===== src/rtl/sgc_pkg.sv =====
package sgc_pkg;
  // Pin code {cs_n, ras_n, cas_n, we_n, dsf}
  typedef enum logic [4:0] {
    CMD_MRS = 5'b00000,
    CMD_REF = 5'b00010,
    CMD_PRE = 5'b00100,
    CMD_ACT = 5'b00110,
    CMD_WR  = 5'b01000,
    CMD_RD  = 5'b01010,
    CMD_NOP = 5'b01110
  } cmd_e;

  typedef enum logic [3:0] {
    ST_POWERUP,
    ST_PREALL,
    ST_INITREF0,
    ST_INITREF1,
    ST_LOADMODE,
    ST_IDLE,
    ST_COLUMN,
    ST_WAIT
  } state_e;
endpackage


===== src/rtl/sgc_refresh_timer.sv =====
module sgc_refresh_timer #(
  parameter int INTERVAL = 1950
) (
  input  logic clk,
  input  logic rst_n,
  input  logic served,
  output logic pending
);
  localparam int CW = (INTERVAL > 1) ? $clog2(INTERVAL) : 1;

  logic [CW-1:0] cnt_q;
  logic          tick;

  assign tick = (cnt_q == CW'(INTERVAL - 1));

  always_ff @(posedge clk or negedge rst_n) begin
    if (!rst_n) begin
      cnt_q   <= '0;
      pending <= 1'b0;
    end else begin
      cnt_q   <= tick ? '0 : cnt_q + 1'b1;
      pending <= tick | (pending & ~served);
    end
  end
endmodule


===== src/rtl/sgc_read_pipe.sv =====
module sgc_read_pipe #(
  parameter int CAS_LAT = 3,
  parameter int DATA_W  = 32
) (
  input  logic              clk,
  input  logic              rst_n,
  input  logic              launch,
  input  logic [DATA_W-1:0] dq_in,
  output logic              rsp_valid,
  output logic [DATA_W-1:0] rsp_data
);
  // One stage for the command register, CAS_LAT stages for the device
  logic [CAS_LAT:0] flight_q;

  always_ff @(posedge clk or negedge rst_n) begin
    if (!rst_n) begin
      flight_q  <= '0;
      rsp_valid <= 1'b0;
      rsp_data  <= '0;
    end else begin
      flight_q  <= {flight_q[CAS_LAT-1:0], launch};
      rsp_valid <= flight_q[CAS_LAT];
      if (flight_q[CAS_LAT]) rsp_data <= dq_in;
    end
  end
endmodule


===== src/rtl/sgc_top.sv =====
module sgc_top
  import sgc_pkg::*;
#(
  parameter int ADDR_W       = 10,
  parameter int COL_W        = 8,
  parameter int DATA_W       = 32,
  parameter int CAS_LAT      = 3,
  parameter int INIT_WAIT    = 12500,
  parameter int T_RCD        = 3,
  parameter int T_RP         = 3,
  parameter int T_RFC        = 9,
  parameter int T_MRD        = 2,
  parameter int T_CLOSE      = 6,
  parameter int REF_INTERVAL = 1950
) (
  input  logic                clk,
  input  logic                rst_n,
  input  logic                req_valid,
  output logic                req_ready,
  input  logic                req_we,
  input  logic                req_bank,
  input  logic [ADDR_W-1:0]   req_row,
  input  logic [COL_W-1:0]    req_col,
  input  logic [DATA_W-1:0]   req_wdata,
  input  logic [DATA_W/8-1:0] req_mask,
  output logic                rsp_valid,
  output logic [DATA_W-1:0]   rsp_data,
  output logic                mem_cs_n,
  output logic                mem_ras_n,
  output logic                mem_cas_n,
  output logic                mem_we_n,
  output logic                mem_dsf,
  output logic [ADDR_W-1:0]   mem_addr,
  output logic                mem_ba,
  output logic [DATA_W/8-1:0] mem_dqm,
  output logic [DATA_W-1:0]   mem_dq_out,
  output logic                mem_dq_oe,
  input  logic [DATA_W-1:0]   mem_dq_in
);
  localparam int BYTES   = DATA_W / 8;
  localparam int AP_BIT  = COL_W;
  localparam int LONGEST = INIT_WAIT + T_RCD + T_RP + T_RFC + T_MRD + T_CLOSE;
  localparam int WAIT_W  = $clog2(LONGEST + 1);
  localparam logic [ADDR_W-1:0] MODE_WORD = ADDR_W'(CAS_LAT << 4);

  typedef struct packed {
    logic              we;
    logic              bank;
    logic [ADDR_W-1:0] row;
    logic [COL_W-1:0]  col;
    logic [DATA_W-1:0] wdata;
    logic [BYTES-1:0]  mask;
  } host_req_t;

  state_e            state_q, state_d, ret_q, ret_d;
  logic [WAIT_W-1:0] wcnt_q, wcnt_d;
  host_req_t         held_q;
  cmd_e              cmd_q, cmd_d;
  logic [ADDR_W-1:0] addr_q, addr_d;
  logic              ba_q, ba_d;
  logic [BYTES-1:0]  dqm_q, dqm_d;
  logic [DATA_W-1:0] dq_q, dq_d;
  logic              oe_q, oe_d;
  logic              take, ref_served, ref_pending;

  sgc_refresh_timer #(.INTERVAL(REF_INTERVAL)) u_refresh (
    .clk     (clk),
    .rst_n   (rst_n),
    .served  (ref_served),
    .pending (ref_pending)
  );

  sgc_read_pipe #(.CAS_LAT(CAS_LAT), .DATA_W(DATA_W)) u_rdpipe (
    .clk       (clk),
    .rst_n     (rst_n),
    .launch    (cmd_d == CMD_RD),
    .dq_in     (mem_dq_in),
    .rsp_valid (rsp_valid),
    .rsp_data  (rsp_data)
  );

  assign req_ready = (state_q == ST_IDLE) && !ref_pending;
  assign take      = req_ready && req_valid;

  always_comb begin
    state_d    = state_q;
    ret_d      = ret_q;
    wcnt_d     = (wcnt_q != '0) ? wcnt_q - 1'b1 : wcnt_q;
    cmd_d      = CMD_NOP;
    addr_d     = '0;
    ba_d       = 1'b0;
    dqm_d      = '0;
    dq_d       = '0;
    oe_d       = 1'b0;
    ref_served = 1'b0;
    unique case (state_q)
      ST_POWERUP: if (wcnt_q == '0) state_d = ST_PREALL;
      ST_PREALL: begin
        cmd_d          = CMD_PRE;
        addr_d[AP_BIT] = 1'b1;
        state_d        = ST_WAIT;
        ret_d          = ST_INITREF0;
        wcnt_d         = WAIT_W'(T_RP - 2);
      end
      ST_INITREF0, ST_INITREF1: begin
        cmd_d   = CMD_REF;
        state_d = ST_WAIT;
        ret_d   = (state_q == ST_INITREF0) ? ST_INITREF1 : ST_LOADMODE;
        wcnt_d  = WAIT_W'(T_RFC - 2);
      end
      ST_LOADMODE: begin
        cmd_d   = CMD_MRS;
        addr_d  = MODE_WORD;
        state_d = ST_WAIT;
        ret_d   = ST_IDLE;
        wcnt_d  = WAIT_W'(T_MRD - 2);
      end
      ST_IDLE: begin
        if (ref_pending) begin
          cmd_d      = CMD_REF;
          ref_served = 1'b1;
          state_d    = ST_WAIT;
          ret_d      = ST_IDLE;
          wcnt_d     = WAIT_W'(T_RFC - 2);
        end else if (req_valid) begin
          cmd_d   = CMD_ACT;
          ba_d    = req_bank;
          addr_d  = req_row;
          state_d = ST_WAIT;
          ret_d   = ST_COLUMN;
          wcnt_d  = WAIT_W'(T_RCD - 2);
        end
      end
      ST_COLUMN: begin
        cmd_d                 = held_q.we ? CMD_WR : CMD_RD;
        ba_d                  = held_q.bank;
        addr_d[COL_W-1:0]     = held_q.col;
        addr_d[AP_BIT]        = 1'b1;
        if (held_q.we) begin
          oe_d  = 1'b1;
          dq_d  = held_q.wdata;
          dqm_d = held_q.mask;
        end
        state_d = ST_WAIT;
        ret_d   = ST_IDLE;
        wcnt_d  = WAIT_W'(T_CLOSE - 2);
      end
      ST_WAIT: if (wcnt_q == '0) state_d = ret_q;
      default: state_d = ST_IDLE;
    endcase
  end

  always_ff @(posedge clk or negedge rst_n) begin
    if (!rst_n) begin
      state_q <= ST_POWERUP;
      ret_q   <= ST_POWERUP;
      wcnt_q  <= WAIT_W'(INIT_WAIT - 1);
      held_q  <= '0;
      cmd_q   <= CMD_NOP;
      addr_q  <= '0;
      ba_q    <= 1'b0;
      dqm_q   <= '0;
      dq_q    <= '0;
      oe_q    <= 1'b0;
    end else begin
      state_q <= state_d;
      ret_q   <= ret_d;
      wcnt_q  <= wcnt_d;
      if (take) held_q <= '{req_we, req_bank, req_row, req_col, req_wdata, req_mask};
      cmd_q   <= cmd_d;
      addr_q  <= addr_d;
      ba_q    <= ba_d;
      dqm_q   <= dqm_d;
      dq_q    <= dq_d;
      oe_q    <= oe_d;
    end
  end

  assign {mem_cs_n, mem_ras_n, mem_cas_n, mem_we_n, mem_dsf} = cmd_q;
  assign mem_addr   = addr_q;
  assign mem_ba     = ba_q;
  assign mem_dqm    = dqm_q;
  assign mem_dq_out = dq_q;
  assign mem_dq_oe  = oe_q;
endmodule


===== config.mk =====
export PLATFORM = sky130hd
export DESIGN_NAME = sgc_top
export DESIGN_NICKNAME = d
export VERILOG_FILES = /design/src/rtl/sgc_pkg.sv /design/src/rtl/sgc_refresh_timer.sv /design/src/rtl/sgc_read_pipe.sv /design/src/rtl/sgc_top.sv
export SDC_FILE = /design/constraint.sdc
export NUM_CORES = 1
export LEC_CHECK = 0
export ABC_AREA = 1
export BUFFER_PORTS_ARGS = -buffer_cell sky130_fd_sc_hd__buf_2
export CORE_ASPECT_RATIO = 0.9
export CORE_UTILIZATION = 58
export CTS_BUF_LIST = sky130_fd_sc_hd__clkbuf_4 sky130_fd_sc_hd__clkbuf_8
export DETAILED_ROUTE_END_ITERATION = 6
export HOLD_SLACK_MARGIN = 0.1
export PLACE_DENSITY = 0.87
export SLEW_MARGIN = 20
export SYNTH_ARGS = -nofsm -noshare
export SYNTH_HDL_FRONTEND = slang
export SYNTH_SLANG_ARGS = --single-unit

===== constraint.sdc =====
create_clock -name clk -period 2.3 [get_ports clk]
set_input_delay 0.23 -clock clk [delete_from_list [all_inputs] [get_ports clk]]
set_output_delay 0.23 -clock clk [all_outputs]
set_load 0.05 [all_outputs]

==> run summary, run 1 <==
* 0.00662 mm^2 — combined area of all synthesized cells
* 0 — count of flip-flops with a built-in enable after synthesis
* 1.86 ns — time the final worst path needs with I/O delays and setup
* 0 — Antenna Violating Nets Remaining
* 0.44 ns — clock insertion delay at the later pin of the skew report
* 178 — num ports
* 34.5% — Layout Area Growth over Synthesis
* 0.846 ns — measured slew at the worst slew-check pin
* 0.438 ns — final critical-path setup slack
* 166 — clock sink count
* false — RSZ-0062 raised after global routing
* 12 — Max Fanout on Critical Path
* 0.629 — sequential fraction of the synthesis area
* dfrtp_1 — area leader, netlist
* 0 — reported max-cap violation count
* 0.0133 ns — post-route clock skew
* 660 — Filler cells
* 115 um — horizontal die dimension
* state_q[1] — capture point of the worst reg-to-reg path
* 2.65 ns — data required time of the critical path
* flip-flop — endpoint kind of the worst setup timing path
* 0 — final setup violation count
* flip-flop — Startpoint Class
* 0 — Final Hold Vio Count
* 0.811 — post-layout utilization of the core
* 103 um — DIE HEIGHT
* 2 — Max Buffers Root-to-Sink
* 0.589 — share of Yosys cell area claimed by the top area cell type
* 1.00 — share of synthesized registers carrying an async set or reset
* 0.08 ns — Worst-path clk slew
* 9.46 mW — Total Power
* 0.941 — routability-driven placement congestion ratio
* 5576 — detailed-route via count
* 0.603 — Initial Utilization
* 372 — DRT iter0 DRCs
* 1027 — count of nets after finishing
* 8 — count of cells along the worst register-to-register path
* 0 — total congestion overflow after global routing
* wcnt_q[0] — Reg2Reg Launch Point
* 0.44 ns — worst-case register-to-register setup slack
* 55 — pin count of the biggest net entering global routing
* 4.82 nW — cell leakage power
* flip-flop to flip-flop — Worst Setup Path Type
* 0.37 ns — delay of the slowest cell on the worst path
* 0.0110 mm^2 — total core area
* done — clock tree from TritonCTS
* 4 — count of H-tree levels built during CTS
* 1098 — post-layout instance count excluding filler cells
* 0.305 — Total GRT Usage
* inv_1 > ha_1 > nand2_2 > nor2_4 > nand2_2 > o21ai_0 > nand2_1 > o21ai_0 — critical path cell sequence
* 0.00761 mm^2 — Placed Instance Area
* 17 — cts bufs inserted
* 5 — drt pass-1 iters
* clkbuf_8 — cell chosen for the clock root
* 0.286 — fraction of final layout cells sized beyond drive strength 1
* 0.00417 mm^2 — Register Area
* 0.809 — ratio of final minimum period to clock period
* 746 uV — maximum resistive drop on vdd
* 0.431 — Slew HR
* 0.00213 mm^2 — area of the multi-input gates
* 5549 — vias in the first global route
* 0 — antenna fix cells
* 0.495 ns — worst slack at placement
* 0.537 GHz — achievable frequency
* 0 — total DRC errors in the routed layout
* req_valid — hold path startpoint
* 0.0118 mm^2 — die area
* 4 — cell count of the worst hold path
* 26900 um — global-route wire length before repair
* 667 — cells after synthesis
* 166 — number of storage elements in the synthesis netlist
* 2.21 ns — critical path data arrival time
* 0 — total number of yosys warnings
* 5.08 — via/cell ratio
* 0 — final count of pins violating max slew
* complete, no violations — status
* nand2_1 — most common cell in the synthesized netlist
* 17100 um — overall routed net length
* 1060 mW/mm^2 — areal power density over the cells
* 0 — antenna violations before repair
* 0 — count of cells resized by post-cts repair
* 175 — count of input and output buffers
* primary input to flip-flop — worst hold-check path type
* 36 — count of cell types in the netlist
* 0 ns — setup_tns
* dfstp_2 — cell with the largest stage delay on the worst path
* 15.6 um — average routed wire per standard cell
* wcnt_q[1] — Hold EP
* 977 — Cell Count Post-Placement
* dfrtp_1 — Main synth FF type
* 36 — total number of placement rows
* nand2_1, dfrtp_1, nor2_1, inv_1, mux2_2 — most frequent cells after synthesis
* 0.201 ns — worst hold slack after final layout
* dfrtp_1, nand2_1, mux2_2 — leading post-synthesis cells by cell area
* 9.93 um^2 — Post-Syn Area per Cell
* 0.00891 mm^2 — Layout Cell Area excl Fill
* 10100 um — Final HPWL DP
==> logic make-up (layout without fill, tap and decap cells) <==
group	after synthesis	in the layout	share of synthesized area
flops	166	166	0.629
xor+xnor	7	7	0.00926
mux	32	32	0.0544
simple gates	356	356	0.216
compound gates	38	38	0.0350
fa+ha+maj	3	3	0.00567
buf+inv	64	342	0.0504
other cells	1	2	0.000566
==> worst max-delay path, delay by kind of cell (launching register included) <==
kind | cells | cell delay [ns]
simple gates | 4 | 0.65
flops | 1 | 0.37
fa+ha+maj | 1 | 0.32
compound gates | 2 | 0.30
buf+inv | 1 | 0.13
==> repair_timing <==
action                                 in CTS  in global routing
setup buffers                               0                  0
hold buffers                               89                  0
endpoints found under the hold margin     140                  0
==> flip-flops by register name, indices dropped and copies added, names as in the netlist, 3 cells and up <==
register and flops:
u_refresh.cnt_q 11, wcnt_q 14, cmd_q 3, mem_dqm 4
u_rdpipe.rsp_data 32, mem_dq_out 32, state_q 3, mem_addr 10
held_q 46, u_rdpipe.flight_q 4, ret_q 3
==> worst max-delay path by stage <==
stage,start,endpoint,slack [ns]
floorplan,state_q[1],held_q[55],0.75
global placement,wcnt_q[0],state_q[2],0.52
detailed placement,wcnt_q[0],state_q[2],0.50
CTS,wcnt_q[0],state_q[1],0.47
global route,wcnt_q[0],state_q[2],0.26
finish,wcnt_q[0],state_q[1],0.44
==> final cells by class <==
class / count / area share
sequential: 166 / 0.468
multi-input combinational: 438 / 0.239
timing repair buffer: 273 / 0.211
clock buffer: 19 / 0.0293
tap: 152 / 0.0213
clock inverter: 13 / 0.0164
inverter: 37 / 0.0156
==> layer usage <==
| layer | part of all wire | GRT usage | routed length, um | vias to the layer above |
|---|---|---|---|---|
| li1 | - | - | - | 2618 |
| met1 | 0.39 | 0.358 | 6750 | 2656 |
| met2 | 0.51 | 0.536 | 8670 | 254 |
| met3 | 0.069 | 0.0705 | 1180 | 48 |
| met4 | 0.031 | 0.150 | 527 | 0 |
| met5 | 0 | 0 | 0 | - |
==> cells in the final DEF, fill, tap and decap left out, types with 2 or more instances in the layout <==
cell type,instances
a22oi_1,2
a31o_2,2
buf_12,3
clkinv_1,3
dfrtp_1,156
clkinv_2,2
inv_2,2
nand2_2,5
conb_1,2
inv_1,32
bufinv_16,2
nor2_1,80
ha_1,3
mux2_1,2
a21oi_1,11
nor3_1,7
mux2_2,30
xor2_1,5
nor2_4,2
inv_6,2
clkinv_4,2
dlygate4sd3_1,89
clkinvlp_4,4
nand2_1,238
buf_4,6
o21ai_0,14
xnor2_1,2
clkbuf_8,19
nand3_1,12
nand4_1,6
dfstp_2,10
a22o_1,6
buf_2,174
==> where the power goes <==
part           internal, mW  total, mW  switching, mW
sequential             3.65       4.09          0.440
combinational          1.07       3.27           2.20
clock                  1.04       2.10           1.07
(Power assumes the default switching activity.)
==> run 2, diff against run 1 <==
- CORE_UTILIZATION: 58 -> 49
- PLACE_DENSITY: 0.87 -> 0.78
- clock period: 2.3 -> 1.57 ns (I/O delays scaled with it)
==> run 2 against run 1 <==
Die area increased by 18%. Global-route usage fell by 5.5 points. Combinational power grew 61%. Final area is 2.8% higher. Hold slack improved by 0.023 ns. Clock power rose by 45%. Cell count up 2.8%. Non-clock buffer count increased by 19. Critical path type is now flip-flop to output pin. Largest cell class unchanged.
==> run summary, run 2 (synthesis gave the netlist of run 1 again) <==
* complete, no violations — status
* flip-flop — Startpoint Class
* 0.0129 mm^2 — total core area, +18%
* 0.413 — global routing usage on met2, -0.124
* 112 um — DIE HEIGHT, +8.6%
* 8.90 mW — internal power, +55%
* 0.310 — GR Layer Usage met1, -0.0480
* 1.41 ns — data required time of the critical path, -1.24 ns
* 0.00772 mm^2 — Placed Instance Area, +1.4%
* true — RSZ-0062 raised after global routing
* 38.3% — Layout Area Growth over Synthesis
* 48 — pin count of the biggest net entering global routing, -13%
* met2 — routing layer with the top usage in global route
* 5 — drt pass-1 iters, unchanged
* 1046 — count of nets after finishing, +1.9%
* 0.46 ns — clock insertion delay at the later pin of the skew report, +0.02 ns
* 310 — DRT iter0 DRCs, -17%
* 5563 — vias in the first global route, +0.25%
* 0.224 ns — worst hold slack after final layout, +0.0229 ns
* 0 — antenna fix cells, unchanged
* 0 — antenna violations before repair, unchanged
* flip-flops — top cell family by delay on the critical path
* 0.926 — routability-driven placement congestion ratio, -1.6%
* -0.0263 ns — worst slack at placement, -0.522 ns
* 0.250 — Total GRT Usage, -0.0547
* 1.56 ns — time the final worst path needs with I/O delays and setup
* output pin — endpoint kind of the worst setup timing path
* inv_2 > nand3_4 > nor2_4 > buf_8 — critical path cell sequence
* 0.00979 ns — post-route clock skew, -0.00350 ns
* 0.369 — combinational share of power, +0.023
* 175 — count of input and output buffers, unchanged
* 0.378 — net switching fraction of the power, -0.0143
* done — clock tree from TritonCTS
* 0.418 — Seq pwr share, -0.014
* 0 — total congestion overflow after global routing, unchanged
* nand2_1 — commonest non-fill, non-tap cell in the layout
* 4 — count of H-tree levels built during CTS, unchanged
* 125 um — horizontal die dimension, +8.6%
* 0 — final setup violation count, unchanged
* 0 — reported max-cap violation count, unchanged
* 2 — Max Buffers Root-to-Sink, unchanged
* 5526 — detailed-route via count, -0.90%
* 0.09 ns — worst-case register-to-register setup slack, -0.35 ns
* 0.640 GHz — achievable frequency
* 1.41 ns — critical path data arrival time, -0.80 ns
* 5.40 mW — Switching Power, +46%
* 17 — cts bufs inserted, unchanged
* 0.00916 mm^2 — Layout Cell Area excl Fill, +2.8%
* clkbuf_8 — cell chosen for the clock root
* held_q — largest register by flop count
* 0 — Final Hold Vio Count, unchanged
* 795 uV — maximum resistive drop on vdd, +6.6%
* 166 — clock sink count, unchanged
* 0.995 — ratio of final minimum period to clock period
* 5 — Max Fanout on Critical Path, -7
* 0.08 ns — Worst-path clk slew, about the same
* 2 — sum of buffers and inverters on the critical path, +1
* 16700 um — overall routed net length, -2.4%
* primary input to async pin — worst hold-check path type
* dfrtp_2 — cell with the largest stage delay on the worst path
* flip-flop to output pin — Worst Setup Path Type
* 0.45 ns — delay of the slowest cell on the worst path, +0.08 ns
* nand2_1, buf_2, dfrtp_1, dlygate4sd3_1, nor2_1 — most used cells in the layout excluding fill and tap cells
* 0.311 — fraction of final layout cells sized beyond drive strength 1, +0.0244
* 0.00764 ns — final critical-path setup slack, -0.431 ns
* 27200 um — global-route wire length before repair, +1.2%
* 0 — final count of pins violating max slew, unchanged
* 0.512 — Initial Utilization, -0.0904
* 0.213 — proportion of power drawn by the clock network, -0.009
* 0.0715 — global-route met3 utilization, +0.000984
* 14.8 um — average routed wire per standard cell, -5.1%
* 39 — total number of placement rows, +8.3%
* 0 — total DRC errors in the routed layout, unchanged
* 0.0140 mm^2 — die area, +18%
* 4.89 — via/cell ratio, -3.6%
* 0 — Antenna Violating Nets Remaining, unchanged
* 178 — num ports, unchanged
* 4.94 nW — cell leakage power, +2.5%
* 46 — max FFs per register, unchanged
* 9800 um — Final HPWL DP, -2.7%
* 1560 mW/mm^2 — areal power density over the cells, +47%
## run 2: final cells by class
cell class	count	area (um^2)
Timing Repair Buffer	292	2080
Tap cell	164	205
Clock buffer	27	322
Multi-Input combinational cell	438	2160
Clock inverter	5	77.6
Sequential cell	166	4170
Inverter	37	148
Fill cell	907	3770
## run 2: worst reg2reg max path, stage by stage (launching register included)
cell     delay, ns
dfrtp_2       0.47
nor2_1        0.18
inv_1         0.08
nand2_1       0.10
nand2_2       0.11
nand2_2       0.12
buf_4         0.14
nand2_1       0.07
a21oi_1       0.14
## run 2: per-stage QoR
| step | util | power [mW] | setup TNS (ns) | std cells |
|---|---|---|---|---|
| floorplan | - | 9.51 | 0 | 668 |
| global placement | 0.597 | 10.6 | 0 | 998 |
| detailed placement | 0.597 | 10.7 | -0.0461 | 998 |
| CTS | 0.699 | 14.0 | -0.0281 | 1120 |
| global route | 0.708 | 15.3 | -0.0955 | 1129 |
| finish | 0.708 | 14.3 | 0 | 1129 |
## run 2: worst paths after layout
path	startpoint	to	cells after the start
worst min register to register	u_rdpipe.flight_q[0]	u_rdpipe.flight_q[1]	0
max in group asynchronous	rst_n	cmd_q[3]	3
worst min-delay path	rst_n	held_q[7]	2
worst max register to register	state_q[0]	wcnt_q[12]	8
worst max-delay path	state_q[1]	req_ready	4
min in group clk	u_rdpipe.flight_q[0]	u_rdpipe.flight_q[1]	0
## run 2: per-layer routing
layer,part of all wire,routed length (um)
met1,0.41,6820
met2,0.50,8300
met3,0.067,1110
met4,0.029,483
met5,0,0
## run 2: power by group through the flow
stage	clock network [mW]	logic, mW	registers [mW]
after floorplan	0	2.88	6.63
after global placement	0	4.61	5.95
after detailed placement	0	4.70	5.99
after CTS	3.13	4.93	5.93
after global routing	3.35	5.86	6.08
final	3.05	5.28	5.97
## run 2: what timing repair did
| item | 4_1_cts | 5_1_grt |
|---|---|---|
| resized for setup | 4 | 19 |
| cloned | 0 | 1 |
| endpoints found under the hold margin | 247 | 0 |
| endpoints found under the setup margin | 3 | 62 |
| pin swaps | 0 | 6 |
| buffers inserted | 0 | 8 |
| hold buffers | 90 | 0 |
